## config.mk

```make
export PLATFORM = sky130hd
export DESIGN_NAME = rotor_stall_guard
export DESIGN_NICKNAME = d
export VERILOG_FILES = /design/src/rtl/rsg_pkg.sv /design/src/rtl/rsg_por.sv /design/src/rtl/rsg_prescaler.sv /design/src/rtl/rsg_stall_timer.sv /design/src/rtl/rsg_stop_qual.sv /design/src/rtl/rotor_stall_guard.sv
export SDC_FILE = /design/constraint.sdc
export NUM_CORES = 1
export LEC_CHECK = 0
export ABC_AREA = 1
export BUFFER_PORTS_ARGS = -buffer_cell sky130_fd_sc_hd__buf_2
export CORE_MARGIN = 8
export CORE_UTILIZATION = 58
export DETAILED_ROUTE_END_ITERATION = 10
export PLACE_DENSITY_LB_ADDON = 0.05
export SYNTH_ARGS = -nofsm -noshare
export SYNTH_HDL_FRONTEND = slang
export SYNTH_SLANG_ARGS = --single-unit
```

## constraint.sdc

```tcl
create_clock -name clk -period 3.3 [get_ports clk]
set_clock_uncertainty 0.2 [all_clocks]
set_input_delay 0.33 -clock clk [delete_from_list [all_inputs] [get_ports clk]]
set_output_delay 0.33 -clock clk [all_outputs]
set_load 0.05 [all_outputs]
```

## src/rtl/rsg_pkg.sv

```systemverilog
package rsg_pkg;
  function automatic int cnt_bits(input int top);
    cnt_bits = (top < 2) ? 1 : $clog2(top + 1);
  endfunction
endpackage

```

## src/rtl/rsg_por.sv

```systemverilog
module rsg_por #(
  parameter int POR_CYC = 16
) (
  input  logic clk,
  input  logic rst,
  output logic logic_rst
);
  import rsg_pkg::*;
  localparam int CW = cnt_bits(POR_CYC);

  logic [CW-1:0] cnt_q;
  logic          hold_q;

  always_ff @(posedge clk) begin
    if (rst) begin
      cnt_q  <= '0;
      hold_q <= 1'b1;
    end else if (hold_q) begin
      cnt_q <= cnt_q + 1'b1;
      if (cnt_q == CW'(POR_CYC - 1)) hold_q <= 1'b0;
    end
  end

  assign logic_rst = hold_q;

  AST_POR_STAYS_LOW: assert property (@(posedge clk) disable iff (rst)
    !hold_q |=> !hold_q);
endmodule

```

## src/rtl/rsg_prescaler.sv

```systemverilog
module rsg_prescaler #(
  parameter int DIV = 1000
) (
  input  logic clk,
  input  logic clr,
  output logic tick
);
  import rsg_pkg::*;
  localparam int CW = cnt_bits(DIV);

  generate
    if (DIV <= 1) begin : g_pass
      assign tick = !clr;
    end else begin : g_div
      logic [CW-1:0] pcnt_q;
      always_ff @(posedge clk) begin
        if (clr || pcnt_q == CW'(DIV - 1)) pcnt_q <= '0;
        else                                pcnt_q <= pcnt_q + 1'b1;
      end
      assign tick = !clr && (pcnt_q == CW'(DIV - 1));

      AST_TICK_RESTARTS: assert property (@(posedge clk)
        clr |=> pcnt_q == '0);
    end
  endgenerate
endmodule

```

## src/rtl/rsg_stall_timer.sv

```systemverilog
module rsg_stall_timer #(
  parameter int LIMIT_W = 24
) (
  input  logic               clk,
  input  logic               clr,
  input  logic               armed,
  input  logic               tick,
  input  logic [LIMIT_W-1:0] limit,
  output logic               expire
);
  logic [LIMIT_W-1:0] t_q;
  logic [LIMIT_W:0]   t_next;

  assign t_next = {1'b0, t_q} + 1'b1;
  assign expire = armed && tick && (t_next >= {1'b0, limit});

  always_ff @(posedge clk) begin
    if (clr || !armed)        t_q <= '0;
    else if (tick && !expire) t_q <= t_q + 1'b1;
  end

  AST_IDLE_ZERO: assert property (@(posedge clk) disable iff (clr)
    !armed |=> t_q == '0);
endmodule

```

## src/rtl/rsg_stop_qual.sv

```systemverilog
module rsg_stop_qual #(
  parameter int STOP_CYC = 1000
) (
  input  logic clk,
  input  logic clr,
  input  logic run_cmd,
  output logic stop_done
);
  import rsg_pkg::*;
  localparam int CW = cnt_bits(STOP_CYC);

  logic [CW-1:0] scnt_q;

  always_ff @(posedge clk) begin
    if (clr || run_cmd)               scnt_q <= '0;
    else if (scnt_q != CW'(STOP_CYC)) scnt_q <= scnt_q + 1'b1;
  end

  assign stop_done = !run_cmd && (scnt_q == CW'(STOP_CYC - 1));

  AST_NO_OVERFLOW: assert property (@(posedge clk) disable iff (clr)
    scnt_q <= CW'(STOP_CYC));
  AST_RUN_RESTARTS: assert property (@(posedge clk) disable iff (clr)
    run_cmd |=> scnt_q == '0);
endmodule

```

## src/rtl/rotor_stall_guard.sv

```systemverilog
module rotor_stall_guard #(
  parameter int LIMIT_W  = 24,
  parameter int PRESCALE = 1000,
  parameter int STOP_CYC = 250000,
  parameter int POR_CYC  = 64
) (
  input  logic               clk,
  input  logic               rst,
  input  logic               run_cmd,
  input  logic               in_lock,
  input  logic [LIMIT_W-1:0] stall_limit,
  output logic               hs_off,
  output logic               logic_rst
);
  logic fault_q;
  logic armed;
  logic tick;
  logic expire;
  logic stop_done;

  rsg_por #(.POR_CYC(POR_CYC)) u_por (
    .clk(clk), .rst(rst), .logic_rst(logic_rst)
  );

  assign armed = run_cmd && !in_lock && !fault_q;

  rsg_prescaler #(.DIV(PRESCALE)) u_pre (
    .clk(clk), .clr(logic_rst || !armed), .tick(tick)
  );

  rsg_stall_timer #(.LIMIT_W(LIMIT_W)) u_tmr (
    .clk(clk), .clr(logic_rst), .armed(armed), .tick(tick),
    .limit(stall_limit), .expire(expire)
  );

  rsg_stop_qual #(.STOP_CYC(STOP_CYC)) u_stop (
    .clk(clk), .clr(logic_rst), .run_cmd(run_cmd), .stop_done(stop_done)
  );

  always_ff @(posedge clk) begin
    if (logic_rst)      fault_q <= 1'b0;
    else if (stop_done) fault_q <= 1'b0;
    else if (expire)    fault_q <= 1'b1;
  end

  assign hs_off = logic_rst | fault_q;

  AST_FAULT_NEEDS_STALL: assert property (@(posedge clk) disable iff (logic_rst)
    $rose(fault_q) |-> $past(run_cmd) && !$past(in_lock));
  AST_CLEAR_NEEDS_STOP: assert property (@(posedge clk) disable iff (logic_rst)
    $fell(fault_q) |-> !$past(run_cmd));
  AST_RESET_HOLDS_OFF: assert property (@(posedge clk)
    logic_rst |-> hs_off);
endmodule

```

==> flow_summary.toml <==
[critical_path]
crit_type = "register to register"
endpoint_kind = "register"
required_ns = 3.33
cp_top_family = "simple AND/OR/NAND/NOR gates"
crit_chain = "ha_4 -> nand2_4 -> nor2_4 -> nand2_4 -> buf_4 -> nor2_1 -> xor2_1 -> ha_1 -> nand2_1 -> inv_1 -> o21ai_0 -> nand2_1 -> nand2_1 -> nand2_1 -> nand2_2 -> buf_4 -> nand4_4 -> buf_12 -> nor2_1 -> nor2_1"
r2r_end = "u_tmr.t_q[10]$_SDFFE_PP0P_"
cp-startpoint = "u_tmr.t_q[0]$_SDFFE_PP0P_"
critPathBufInv = 4
cp_max_fo = 6
path_depth = 20
startpoint_type = "register"
endpoint = "u_tmr.t_q[10]$_SDFFE_PP0P_"
slowest_delay_ns = 0.38
slowest_stage = "dfxtp_4"
path_common_cell = "nand2_1"
reg2reg_depth = 20
regToRegSetupSlack_ns = -0.05
r2r_start = "u_tmr.t_q[0]$_SDFFE_PP0P_"
arrival_ns = 3.38

[finish]
antenna_cells = 0
multi_input_area_mm2 = 0.00256
final_core_util_pct = 74.7
fin_nets = 714
final_cell_count_no_fill = 741
fillers = 493
final_layout_size_suffix_gt1_share_pct = 24.2
syn_to_final_growth_pct = 26.4
mostFrequentLayoutCell = "inv_1"
regArea_mm2 = 0.00124
layout_common_cells = "inv_1 (108), nand2_1 (106), nor2_1 (57)"

[clock_network]
cts_buffers = 9
htree_levels = 3
clock_latency_ns = 0.35
cts_tree = "done"
path_clk_slew_ns = 0.07
clock-root-buffer = "clkbuf_8"
holdBufCountCts = 0
clock_sinks = 61
clockBufferDepth = 2

[pwr]
peakVddDrop_v = 0.000231
p_clk_share_pct = 49.3
power.switching_mw = 0.327
comb_power_share_pct = 3.7
sequentialPowerShare_pct = 47.0
power_leakage_nw = 2.32
pwr_density_cell_mw_per_mm2 = 315
sw_frac_of_total_pct = 20.8
p_int_mw = 1.25

[logic_synthesis]
synth_top_area_share_pct = 30.9
synth_edf_count = 0
synthTopCellsByArea = "dfxtp_1 (31%), nand2_1 (11%), inv_1 (11%)"
muxShareOfSynthArea_pct = 0
synth-compound-area-share_pct = 9.69
syn_avg_cell_area_um2 = 6.66
syn_area_mm2 = 0.00395
yosysSeqAreaShare_pct = 30.9
ys_warn_count = 0
synth_largest_area_cell = "dfxtp_1"
synthAdderAreaFrac_pct = 9.19
synth.distinct_cells = 34
synth_top_family_by_area = "simple AND/OR/NAND/NOR gates"
ys.flop_type = "dfxtp_1"
ys_seq_elements = 61
syn_nets = 650
synth_simple_gate_area_share_pct = 32.1
synth_xor_area_share_pct = 5.54
async_reset_ff_share_pct = 0
synthCells = 593

[route]
vias = 4014
avgViaCountPerCell = 5.42
drt_iter0_markers = 262
wire_per_inst_um = 14.1
dr.pass1.iters = 5
wl_mm = 10.5
drc_errors = 0
drt.antenna.violating_nets = 0

[place]
dp_cells = 711
place.gp.congestion = 0.990
dp_hpwl_mm = 7.12
io_buffers = 29

[global_routing]
first_global_vias = 3717
antenna_found_initial = 0
grt_overflow_total = 0
grt_max_degree = 30
grt_usage_pct = 20.4
grt_pass1_wl_mm = 16.1

[sta]
hold_viol = 0
layout_min_cycle_time_ns = 3.35
fmax_ghz = 0.299
setup_viol = 16
worst_pin_slew_ns = 0.382
fin_ws_ns = -0.0492
slew_headroom_pct = 74.5
rsz0062_at_grt = "yes"
fin_crit_sh_pct = 101
maxSlewViolCount = 0
finalSetupTns_ns = -0.262

[floorplanning]
io_pins = 30
coreArea_mm2 = 0.00668
dieArea_mm2 = 0.00971
rows = 30
initial_utilization_pct = 59.1
fp.dieH_um = 98.5
die_w_um = 98.5

[hold_path]
worstHoldPathType = "input pin to register"
hold_start = "rst"
hold_depth = 2

[job]
drv_cap = 0

[run_status]
status = "complete, but fails checks"
violations = "negative setup slack"
## layer usage
layer | global-route usage [%] | vias up | routed length [um] | share of wire, %
met3 | 4.86 | 42 | 574 | 5.5
li1 | - | 2018 | - | -
met4 | 11.2 | 0 | 417 | 4.0
met2 | 36.2 | 134 | 5330 | 51
met5 | 0 | - | 0 | 0
met1 | 21.7 | 1820 | 4150 | 40
## synth_stat cells (5+ instances only)
cell type and number:
nand2_1 116, inv_1 111, nor2_1 68, dfxtp_1 61, a21oi_1 44, nand3_1 44
ha_1 29, xor2_1 24, nor3_1 20, nand4_1 14, o21ai_0 14, nor4_1 5
o21ai_1 5
## flip-flops by register name (all words and copies together), names as in the netlist
register,flops
u_por.cnt_q,7
u_stop.scnt_q,18
fault_q,1
u_pre.g_div.pcnt_q,10
u_por.logic_rst,1
u_tmr.t_q,24
## area by class of cell
| class | count | area share (%) |
|---|---|---|
| multi-input combinational | 408 | 51.3 |
| sequential | 61 | 24.8 |
| inverter | 115 | 8.75 |
| timing repair buffer | 62 | 8.52 |
| clock buffer | 12 | 3.31 |
| tap | 80 | 2.01 |
| clock inverter | 3 | 1.35 |
## how the worst min path moves through the flow
stage | endpoint | slack [ns]
floorplan | u_pre.g_div.pcnt_q[0]$_SDFF_PP0_ | 0.22
global placement | u_pre.g_div.pcnt_q[0]$_SDFF_PP0_ | 0.23
detailed placement | u_pre.g_div.pcnt_q[0]$_SDFF_PP0_ | 0.25
CTS | u_por.cnt_q[1]$_SDFFE_PP0P_ | 0.03
global route | u_por.cnt_q[1]$_SDFFE_PP0P_ | 0.05
finish | u_por.cnt_q[1]$_SDFFE_PP0P_ | 0.05
## cell families after synthesis
family	after synthesis
AO/OA/AOI/OAI	72
XOR/XNOR	25
adder cells (fa/ha/maj)	29
buffers and inverters	126
flip-flops	61
AND/OR/NAND/NOR	280
## what timing repair did
action / CTS / global route
resized for setup: 7 / 73
setup endpoints to repair: 22 / 25
setup buffers: 2 / 11
gates cloned: 2 / 0
pin swaps: 3 / 28
## power by group through the flow
stage / Combinational, mW / Sequential, mW / Clock (mW)
after floorplan: 0.0292 / 0.758 / 0
after global placement: 0.0492 / 0.759 / 0
after detailed placement: 0.0519 / 0.759 / 0
after CTS: 0.0523 / 0.742 / 0.792
after global routing: 0.0668 / 0.740 / 0.816
final: 0.0584 / 0.740 / 0.776
## stage by stage
step	setup slack [ns]	hold WS, ns	area, um^2	power, mW
floorplan	0.315	0.218	3950	0.787
global placement	-0.0577	0.233	4280	0.808
detailed placement	-0.114	0.248	4280	0.811
CTS	0.0109	0.0303	4590	1.59
global route	-0.173	0.0464	4990	1.62
finish	-0.0492	0.0461	4990	1.57
(Power assumes the default switching activity.)
